`src/rtl/usb_cep_pkg.sv`:
```
package usb_cep_pkg;

   typedef enum logic [1:0] {
      TOK_SETUP = 2'd0,
      TOK_OUT   = 2'd1,
      TOK_IN    = 2'd2,
      TOK_RSVD  = 2'd3
   } tok_e;

   typedef enum logic [1:0] {
      HS_NONE  = 2'd0,
      HS_ACK   = 2'd1,
      HS_NAK   = 2'd2,
      HS_STALL = 2'd3
   } hs_e;

   localparam int NFLAGS  = 4;
   localparam int F_SETUP = 0;
   localparam int F_OUT   = 1;
   localparam int F_INRDY = 2;
   localparam int F_NAKIN = 3;
   localparam int NZERO   = 2;   // bank-control bits above the flags, always 0

   typedef struct packed {
      hs_e               hs;
      logic              tx;
      logic [NFLAGS-1:0] hw_set;
      logic              clr_stall;
      logic              disarm;
   } decision_t;

endpackage

```
`src/rtl/usb_cep_flag.sv`:
```
module usb_cep_flag #(
   parameter logic RST_VAL = 1'b0
) (
   input  logic clk,
   input  logic rst_n,
   input  logic hw_set,
   input  logic fw_clr,
   output logic q
);

   always_ff @(posedge clk) begin
      if (!rst_n)      q <= RST_VAL;
      else if (hw_set) q <= 1'b1;
      else if (fw_clr) q <= 1'b0;
   end

   p_hw_wins_r8: assert property (@(posedge clk) disable iff (!rst_n)
      (hw_set && fw_clr) |=> q)
      else $error("flag lost a hardware set against a firmware clear");

endmodule

```
`src/rtl/usb_cep_decide.sv`:
```
module usb_cep_decide
   import usb_cep_pkg::*;
(
   input  logic      tok_valid,
   input  logic [1:0] tok_kind,
   input  logic      tok_ok,
   input  logic      retry,
   input  logic      stall,
   input  logic      out_busy,
   input  logic      armed,
   output decision_t dec
);

   always_comb begin
      dec = '{hs: HS_NONE, tx: 1'b0, hw_set: '0, clr_stall: 1'b0, disarm: 1'b0};
      if (tok_valid) begin
         unique case (tok_kind)
            TOK_SETUP: begin
               if (tok_ok) begin
                  dec.hs              = HS_ACK;
                  dec.hw_set[F_SETUP] = 1'b1;
                  dec.clr_stall       = 1'b1;
               end
            end
            TOK_OUT: begin
               if (tok_ok) begin
                  if (retry)         dec.hs = HS_NAK;
                  else if (stall)    dec.hs = HS_STALL;
                  else if (out_busy) dec.hs = HS_NAK;
                  else begin
                     dec.hs            = HS_ACK;
                     dec.hw_set[F_OUT] = 1'b1;
                  end
               end
            end
            TOK_IN: begin
               if (retry) begin
                  dec.hs              = HS_NAK;
                  dec.hw_set[F_NAKIN] = 1'b1;
               end else if (stall) begin
                  dec.hs = HS_STALL;
               end else if (armed) begin
                  dec.tx              = 1'b1;
                  dec.hw_set[F_INRDY] = 1'b1;
                  dec.disarm          = 1'b1;
               end else begin
                  dec.hs              = HS_NAK;
                  dec.hw_set[F_NAKIN] = 1'b1;
               end
            end
            default: ;
         endcase
      end
   end

endmodule

```
`src/rtl/usb_cep_regif.sv`:
```
module usb_cep_regif
   import usb_cep_pkg::*;
#(
   parameter int              ADDR_W     = 2,
   parameter int              DATA_W     = 8,
   parameter logic [ADDR_W-1:0] ADDR_FLAGS = '0,
   parameter logic [ADDR_W-1:0] ADDR_EN    = 'd1,
   parameter logic [ADDR_W-1:0] ADDR_CTRL  = 'd2
) (
   input  logic [ADDR_W-1:0] addr,
   input  logic [NFLAGS-1:0] flags,
   input  logic [NFLAGS-1:0] en,
   input  logic              stall,
   output logic [DATA_W-1:0] rdata
);

   always_comb begin
      rdata = '0;
      if (addr == ADDR_FLAGS) begin
         rdata[NFLAGS-1:0]            = flags;
         rdata[NFLAGS+NZERO-1:NFLAGS] = '0;
      end else if (addr == ADDR_EN) begin
         rdata[NFLAGS-1:0] = en;
      end else if (addr == ADDR_CTRL) begin
         rdata[0] = stall;
      end
   end

endmodule

```
`src/rtl/usb_cep_hs.sv`:
```
module usb_cep_hs
   import usb_cep_pkg::*;
#(
   parameter int              ADDR_W     = 2,
   parameter int              DATA_W     = 8,
   parameter logic [ADDR_W-1:0] ADDR_FLAGS = '0,
   parameter logic [ADDR_W-1:0] ADDR_EN    = 'd1,
   parameter logic [ADDR_W-1:0] ADDR_CTRL  = 'd2,
   parameter bit              IRQ_REG    = 1'b0
) (
   input  logic              clk,
   input  logic              rst_n,
   input  logic              tok_valid,
   input  logic [1:0]        tok_kind,
   input  logic              tok_ok,
   input  logic              retry_pend,
   input  logic              reg_wr,
   input  logic [ADDR_W-1:0] reg_addr,
   input  logic [DATA_W-1:0] reg_wdata,
   output logic [DATA_W-1:0] reg_rdata,
   output logic [1:0]        hs_code,
   output logic              in_tx,
   output logic              irq
);

   localparam int          MIN_DATA_W = NFLAGS + NZERO;
   localparam logic [NFLAGS-1:0] FLAG_RST = NFLAGS'(1) << F_INRDY;

   if (DATA_W < MIN_DATA_W) begin : g_bad_data_w
      $error("DATA_W too small for the flag register");
   end
   if (ADDR_W < 2) begin : g_bad_addr_w
      $error("ADDR_W must hold three register addresses");
   end
   if (ADDR_FLAGS == ADDR_EN || ADDR_FLAGS == ADDR_CTRL || ADDR_EN == ADDR_CTRL) begin : g_bad_map
      $error("register addresses must differ");
   end

   decision_t         dec;
   logic [NFLAGS-1:0] flag_q;
   logic [NFLAGS-1:0] fw_clr;
   logic [NFLAGS-1:0] en_q;
   logic              stall_q;
   logic              armed_q;
   logic [1:0]        hs_q;
   logic              tx_q;
   logic              wr_flags, wr_en, wr_ctrl;

   assign wr_flags = reg_wr && (reg_addr == ADDR_FLAGS);
   assign wr_en    = reg_wr && (reg_addr == ADDR_EN);
   assign wr_ctrl  = reg_wr && (reg_addr == ADDR_CTRL);

   usb_cep_decide u_decide (
      .tok_valid (tok_valid),
      .tok_kind  (tok_kind),
      .tok_ok    (tok_ok),
      .retry     (retry_pend),
      .stall     (stall_q),
      .out_busy  (flag_q[F_OUT]),
      .armed     (armed_q),
      .dec       (dec)
   );

   for (genvar i = 0; i < NFLAGS; i++) begin : g_flag
      assign fw_clr[i] = wr_flags && !reg_wdata[i];
      usb_cep_flag #(.RST_VAL(FLAG_RST[i])) u_flag (
         .clk    (clk),
         .rst_n  (rst_n),
         .hw_set (dec.hw_set[i]),
         .fw_clr (fw_clr[i]),
         .q      (flag_q[i])
      );
   end

   always_ff @(posedge clk) begin
      if (!rst_n) begin
         en_q    <= '0;
         stall_q <= 1'b0;
         armed_q <= 1'b0;
         hs_q    <= HS_NONE;
         tx_q    <= 1'b0;
      end else begin
         hs_q <= dec.hs;
         tx_q <= dec.tx;
         if (wr_en) en_q <= reg_wdata[NFLAGS-1:0];
         if (dec.clr_stall)  stall_q <= 1'b0;
         else if (wr_ctrl)   stall_q <= reg_wdata[0];
         if (dec.disarm)
            armed_q <= 1'b0;
         else if (fw_clr[F_INRDY] && flag_q[F_INRDY] && !dec.hw_set[F_INRDY])
            armed_q <= 1'b1;
      end
   end

   assign hs_code = hs_q;
   assign in_tx   = tx_q;

   usb_cep_regif #(
      .ADDR_W     (ADDR_W),
      .DATA_W     (DATA_W),
      .ADDR_FLAGS (ADDR_FLAGS),
      .ADDR_EN    (ADDR_EN),
      .ADDR_CTRL  (ADDR_CTRL)
   ) u_regif (
      .addr  (reg_addr),
      .flags (flag_q),
      .en    (en_q),
      .stall (stall_q),
      .rdata (reg_rdata)
   );

   if (IRQ_REG) begin : g_irq_ff
      logic irq_q;
      always_ff @(posedge clk) begin
         if (!rst_n) irq_q <= 1'b0;
         else        irq_q <= |(flag_q & en_q);
      end
      assign irq = irq_q;
   end else begin : g_irq_comb
      assign irq = |(flag_q & en_q);
   end

   p_setup_ack_r1: assert property (@(posedge clk) disable iff (!rst_n)
      (tok_valid && tok_kind == TOK_SETUP && tok_ok) |=> hs_code == HS_ACK)
      else $error("SETUP not acknowledged");

   p_setup_out_kept_r1: assert property (@(posedge clk) disable iff (!rst_n)
      (tok_valid && tok_kind == TOK_SETUP && tok_ok && !wr_flags) |=> $stable(flag_q[F_OUT]))
      else $error("SETUP disturbed the OUT flag");

   p_setup_unstall_r2: assert property (@(posedge clk) disable iff (!rst_n)
      (tok_valid && tok_kind == TOK_SETUP && tok_ok) |=> !stall_q)
      else $error("stall request survived a SETUP");

   p_retry_no_stall_r3: assert property (@(posedge clk) disable iff (!rst_n)
      retry_pend |=> hs_code != HS_STALL)
      else $error("STALL sent while retry pending");

   p_stall_cause_r4: assert property (@(posedge clk) disable iff (!rst_n)
      hs_code == HS_STALL |-> ($past(stall_q) && !$past(retry_pend)))
      else $error("STALL without a stall request");

   p_nak_flag_r7: assert property (@(posedge clk) disable iff (!rst_n)
      (tok_valid && tok_kind == TOK_IN) |=> (hs_code != HS_NAK || flag_q[F_NAKIN]))
      else $error("NAK on IN left the NAK flag clear");

   p_tx_rearm_r6: assert property (@(posedge clk) disable iff (!rst_n)
      in_tx |-> (flag_q[F_INRDY] && !armed_q && hs_code == HS_NONE))
      else $error("IN packet sent without rearming the bank flag");

endmodule

```
`config.mk`:
```
export PLATFORM = sky130hd
export DESIGN_NAME = usb_cep_hs
export DESIGN_NICKNAME = d
export VERILOG_FILES = /design/src/rtl/usb_cep_pkg.sv /design/src/rtl/usb_cep_flag.sv /design/src/rtl/usb_cep_decide.sv /design/src/rtl/usb_cep_regif.sv /design/src/rtl/usb_cep_hs.sv
export SDC_FILE = /design/constraint.sdc
export NUM_CORES = 1
export LEC_CHECK = 0
export ABC_AREA = 1
export BUFFER_PORTS_ARGS = -buffer_cell sky130_fd_sc_hd__buf_2
export CORE_AREA = 8 8 51 53
export DETAILED_ROUTE_END_ITERATION = 10
export DIE_AREA = 0 0 59 61
export PLACE_DENSITY_LB_ADDON = 0.1
export SLEW_MARGIN = 40
export SYNTH_ARGS = -nofsm -noshare
export SYNTH_HDL_FRONTEND = slang
export SYNTH_SLANG_ARGS = --single-unit
export TNS_END_PERCENT = 5
```
`constraint.sdc`:
```
create_clock -name clk -period 0.8 [get_ports clk]
set_input_delay 0 -clock clk [delete_from_list [all_inputs] [get_ports clk]]
set_output_delay 0 -clock clk [all_outputs]
set_load 0.02 [all_outputs]
```
; ---- Yosys cells after proc, flatten, opt, wreduce, memory -nomap -nowiden
; Index checks and enable logic that the tools add are counted.
[totals]
rom_bits = 0
regBits = 13
latchBits = 0
memories = 0
inputBits = 18
mem_bits_rw = 0
[classes]
n_reduce_logical = 25
shifts = 0
n_mul = 0
order_cmp = 0
n_bitwise = 4
mux = 36
div_mod_pow = 0
n_addsub = 0
eq_ne = 4
[op_table]
columns = op, n
row1 = $mux 2, 11
row2 = $mux 1, 21
row3 = $logic_and 1x1->1, 9
row4 = $mux 6, 1
row5 = $pmux 2 s3, 1
row6 = $reduce_bool 2->1, 3
row7 = $reduce_or 2->1, 3
row8 = $logic_not 1->1, 5
row9 = $reduce_or 5->1, 1
row10 = $and 4x4->4, 1
row11 = $eq 2x1->1 const B, 2
row12 = $eq 2x2->1 const B, 2
row13 = $logic_not 2->1, 2
row14 = $mux 4, 1
row15 = $reduce_or 4->1, 1
row16 = $mux 3, 1
row17 = $not 1->1, 3
row18 = $reduce_and 2->1, 1

; ---- Longest topological paths before layout
[logic_depth]
depth_word = 8
depth_mapped = 6
mapped_depth_nobuf = 6

; ---- By module
; A second synthesis with hierarchy kept.
[hier_totals]
cells_unflattened = 129
area_unflattened_um2 = 795.8
[by_module_without_submodules]
columns = module, instances, cells_per_inst, area_each_um2
row1 = usb_cep_hs, 1, 55, 376.6
row2 = usb_cep_decide, 1, 29, 142.6
row3 = usb_cep_flag (g_flag[0].u_flag ...), 3, 6, 43.8
row4 = usb_cep_regif, 1, 21, 103.8
row5 = usb_cep_flag (g_flag[2].u_flag), 1, 6, 41.3

; ---- Worst setup path before layout
; Ideal clock, no wire load.
[synth_path]
path_kind = register to register
from = register stall_q
to = register g_flag[2].u_flag.q
synth_period_minus_slack_ns = 0.835
arrival_time_ns = 0.717
stages_incl_launch_ff = 6
slack_ns = -0.035
cell_sequence = dfxtp_1 -> inv_1 -> nand3_1 -> nor2_1 -> nor2_1 -> nand2_1
[synth_between]
elab_chain_len = 5
[synth_lines]
columns = element, line
row1 = start: declaration, usb_cep_hs.sv:43  ; logic stall_q;
row2 = start signal: assignment, usb_cep_hs.sv:87  ; else if (wr_ctrl) stall_q <= reg_wdata[0];
row3 = $mux 2, usb_cep_decide.sv:40  ; end else if (stall) begin
row4 = $mux 1, usb_cep_decide.sv:37  ; if (retry) begin
row5 = $mux 2, usb_cep_decide.sv:17  ; unique case (tok_kind)
row6 = $mux 6, usb_cep_decide.sv:16  ; if (tok_valid) begin
row7 = $reduce_or 2->1 (no source line), --
row8 = end signal: assignment, usb_cep_flag.sv:12  ; if (!rst_n) q <= RST_VAL;
row9 = end signal: assignment, usb_cep_flag.sv:13  ; else if (hw_set) q <= 1'b1;
row10 = end signal: assignment, usb_cep_flag.sv:14  ; else if (fw_clr) q <= 1'b0;
row11 = end: declaration, usb_cep_flag.sv:8  ; output logic q
; No other way between the ends.
; A chain may end at the register's enable or synchronous reset.

; ---- Final worst setup path
[layout_path]
from = register g_flag[1].u_flag.q
to = output port reg_rdata[1]
[layout_between]
elab_chain_len = 1
[layout_lines]
columns = element, line
row1 = start: declaration, usb_cep_flag.sv:8
row2 = start signal: assignment, usb_cep_flag.sv:12
row3 = start signal: assignment, usb_cep_flag.sv:13
row4 = start signal: assignment, usb_cep_flag.sv:14
row5 = $mux 4, usb_cep_regif.sv:19  ; if (addr == ADDR_FLAGS) begin
row6 = end: declaration, usb_cep_hs.sv:20  ; output logic [DATA_W-1:0] reg_rdata,
; No other way between the ends.

==> impl_metrics.tcl <==
set metrics [dict create \
    use_met1_pct 11.46 \
    fill_cells 202 \
    grt_pass1_vias 742 \
    overflow 0 \
    power_density_nw_per_um2 1350 \
    core_um2 1842 \
    finalCritPeriodShare_pct 123.3 \
    cp_max_fo 3 \
    cts_made_buffers 3 \
    grt_max_degree 9 \
    total_power_mw 1.388 \
    diodes 0 \
    layout-drive-gt1-share_pct 39.01 \
    internal-power_mw 0.9810 \
    synth_seq_cells 13 \
    use_met3_pct 2.966 \
    clkLatencyLatePin_ps 280 \
    nets 160 \
    cap_violations 0 \
    gp_congestion 0.8223 \
    grtUsageMet2_pct 19.16 \
    vias_per_cell 4.506 \
    yosysTopAreaCellShare_pct 36.94 \
    hold_viol_final 0 \
    yosysSeqAreaShare_pct 36.94 \
    fmax_mhz 1014 \
    clkTransAtPathRegs_ps 80 \
    avgRoutedWirePerCell_um 11.29 \
    antenna_left 0 \
    die_x_um 59 \
    pwr-share-clk_pct 29.9 \
    die_area_um2 3599 \
    pin_count 30 \
    drtPass1Iterations 4 \
    place_ws_ps -85.10 \
    setup_viol 11 \
    arrival_ps 990 \
    synth_area_um2 704.4 \
    syn_inst 107 \
    yosysTopAreaCell "dfxtp_1" \
    peakVddDrop_mv 1.035 \
    initial_core_util_pct 38.25 \
    hold_ws_ps 11.47 \
    wl_um 1897 \
    worstHoldPathType "in2reg" \
    power_leakage_nw 0.5150 \
    crit_path_start_kind "flop" \
    ys_warn_count 0 \
    grt_util_all_layers_pct 10.87 \
    swShare_pct 29.34 \
    vias 757 \
    cts_max_path_buffers 2 \
    cp-end-kind "output pin" \
    final-max-slew-violation-count 0 \
    cts_tree "built" \
    root_buffer "clkbuf_4" \
    initialDrtViolationCount 13 \
    outcome "finished, violations left" \
    route.detailed.drc 0 \
    ys_top_cells_by_area "dfxtp_1, nand2_1, inv_1" \
    postSynthAreaPerCell_um2 6.583 \
    power_frac_comb_pct 20.5 \
    grt_pass1_wl_um 2980 \
    p_switching_mw 0.4073 \
    ys_types 16 \
    finalCriticalPeriod_ps 986.2 \
    h-tree-depth 1 \
    seq_power_share_pct 49.6 \
    area_growth_pct 46.00 \
    hpwl_um 1413 \
    fin_skew_ps 3.699 \
    critPathKind "reg2out" \
    cp.required_ps 800 \
    die_h_um 61 \
    failed_checks "negative setup slack" \
    rsz0062_at_grt "true" \
    port_buffers 21 \
    grt.busiest_layer "met2" \
    grt_antenna_before_repair 0 \
    cts.sinks 13 \
    placement_rows 16 \
    setup_slack_ps -186.2 \
]
==> state kept, by name (all words and copies together) (netlist names) <==
| name | cells |
|---|---|
| en_q | 4 |
| g_flag.u_flag.q | 4 |
| in_tx | 1 |
| stall_q | 1 |
| hs_code | 2 |
| armed_q | 1 |
==> metrics by stage <==
step | cell area (um2) | setup TNS, ps | utilization (%) | std cells
after floorplan | 716.9 | 0 | - | 110
after detailed placement | 833.3 | -161.8 | 45.24 | 155
after global placement | 833.3 | -49.60 | 45.24 | 155
after global routing | 1028 | -1969 | 55.84 | 168
after CTS | 969.7 | -1403 | 52.65 | 165
final | 1028 | -1343 | 55.84 | 168
==> metal layers <==
layer	share of wire [%]	routed length [um]
met3	6.0	113
met4	2.4	46
met2	47	901
met5	0	0
met1	44	836
==> final cells by class <==
cell class	count	area (um2)	area share [%]
Multi-Input combinational cell	74	396.6	38.56
Sequential cell	13	272.8	26.52
Timing Repair Buffer	31	225.2	21.90
Inverter	19	73.82	7.178
Tap cell	27	33.78	3.285
Clock buffer	4	26.28	2.555
==> worst max-delay path, stage by stage, from the launching register on <==
cell and delay [ps]:
dfxtp_4 360, a22o_1 220, buf_6 130
==> power groups by stage <==
stage,registers [mW],logic [mW],clock network (mW)
2_1_floorplan,0.704,0.146,0
3_3_place_gp,0.703,0.227,0
3_5_place_dp,0.704,0.227,0
4_1_cts,0.687,0.268,0.429
5_1_grt,0.692,0.317,0.465
6_report,0.689,0.284,0.415
==> synth_stat cells, drive strengths merged <==
library cell   n
a21oi          6
nor2          13
inv           19
o21bai         1
buf            4
dfxtp         13
nand2         25
a22o           3
nor3           1
nand3         10
nand4          4
o21ai          7
conb           1
==> worst paths after layout <==
| path | from | end | slack [ps] | cells past startpoint |
|---|---|---|---|---|
| max | g_flag[1].u_flag.q | reg_rdata[1] | -190 | 2 |
| min | retry_pend | hs_code[0] | 10 | 4 |
| max reg2reg | stall_q | hs_code[1] | -140 | 6 |
| min reg2reg | g_flag[0].u_flag.q | g_flag[0].u_flag.q | 470 | 2 |
==> kinds of logic (layout without fill, tap and decap cells) <==
kind of cell           after synthesis  after routing  share of synthesized area, %
AND/OR/NAND/NOR                     53             53                         34.10
buffers and inverters               23             54                         14.39
AO/OA/AOI/OAI                       17             17                         14.03
flip-flops                          13             13                         36.94
other                                1              4                        0.5323
==> repair_timing <==
| action | in CTS | in global routing |
|---|---|---|
| setup buffers | 2 | 3 |
| hold buffers | 4 | 0 |
| gates resized for setup | 21 | 12 |
| endpoints found under the hold margin | 5 | 0 |
| pin swaps | 6 | 3 |
| setup endpoints to repair | 9 | 12 |
| cloned | 0 | 0 |
==> cells in the final DEF, fill, tap and decap left out, drive strengths merged <==
cell,Yosys,layout
buf,4,27
nand2,25,25
inv,19,19
nor2,13,13
dfxtp,13,13
nand3,10,10
o21ai,7,7
a21oi,6,6
nand4,4,4
conb,1,4
dlygate4sd3,0,4
clkbuf,0,4
a22o,3,3
o21bai,1,1
nor3,1,1
(Power assumes the default switching activity.)
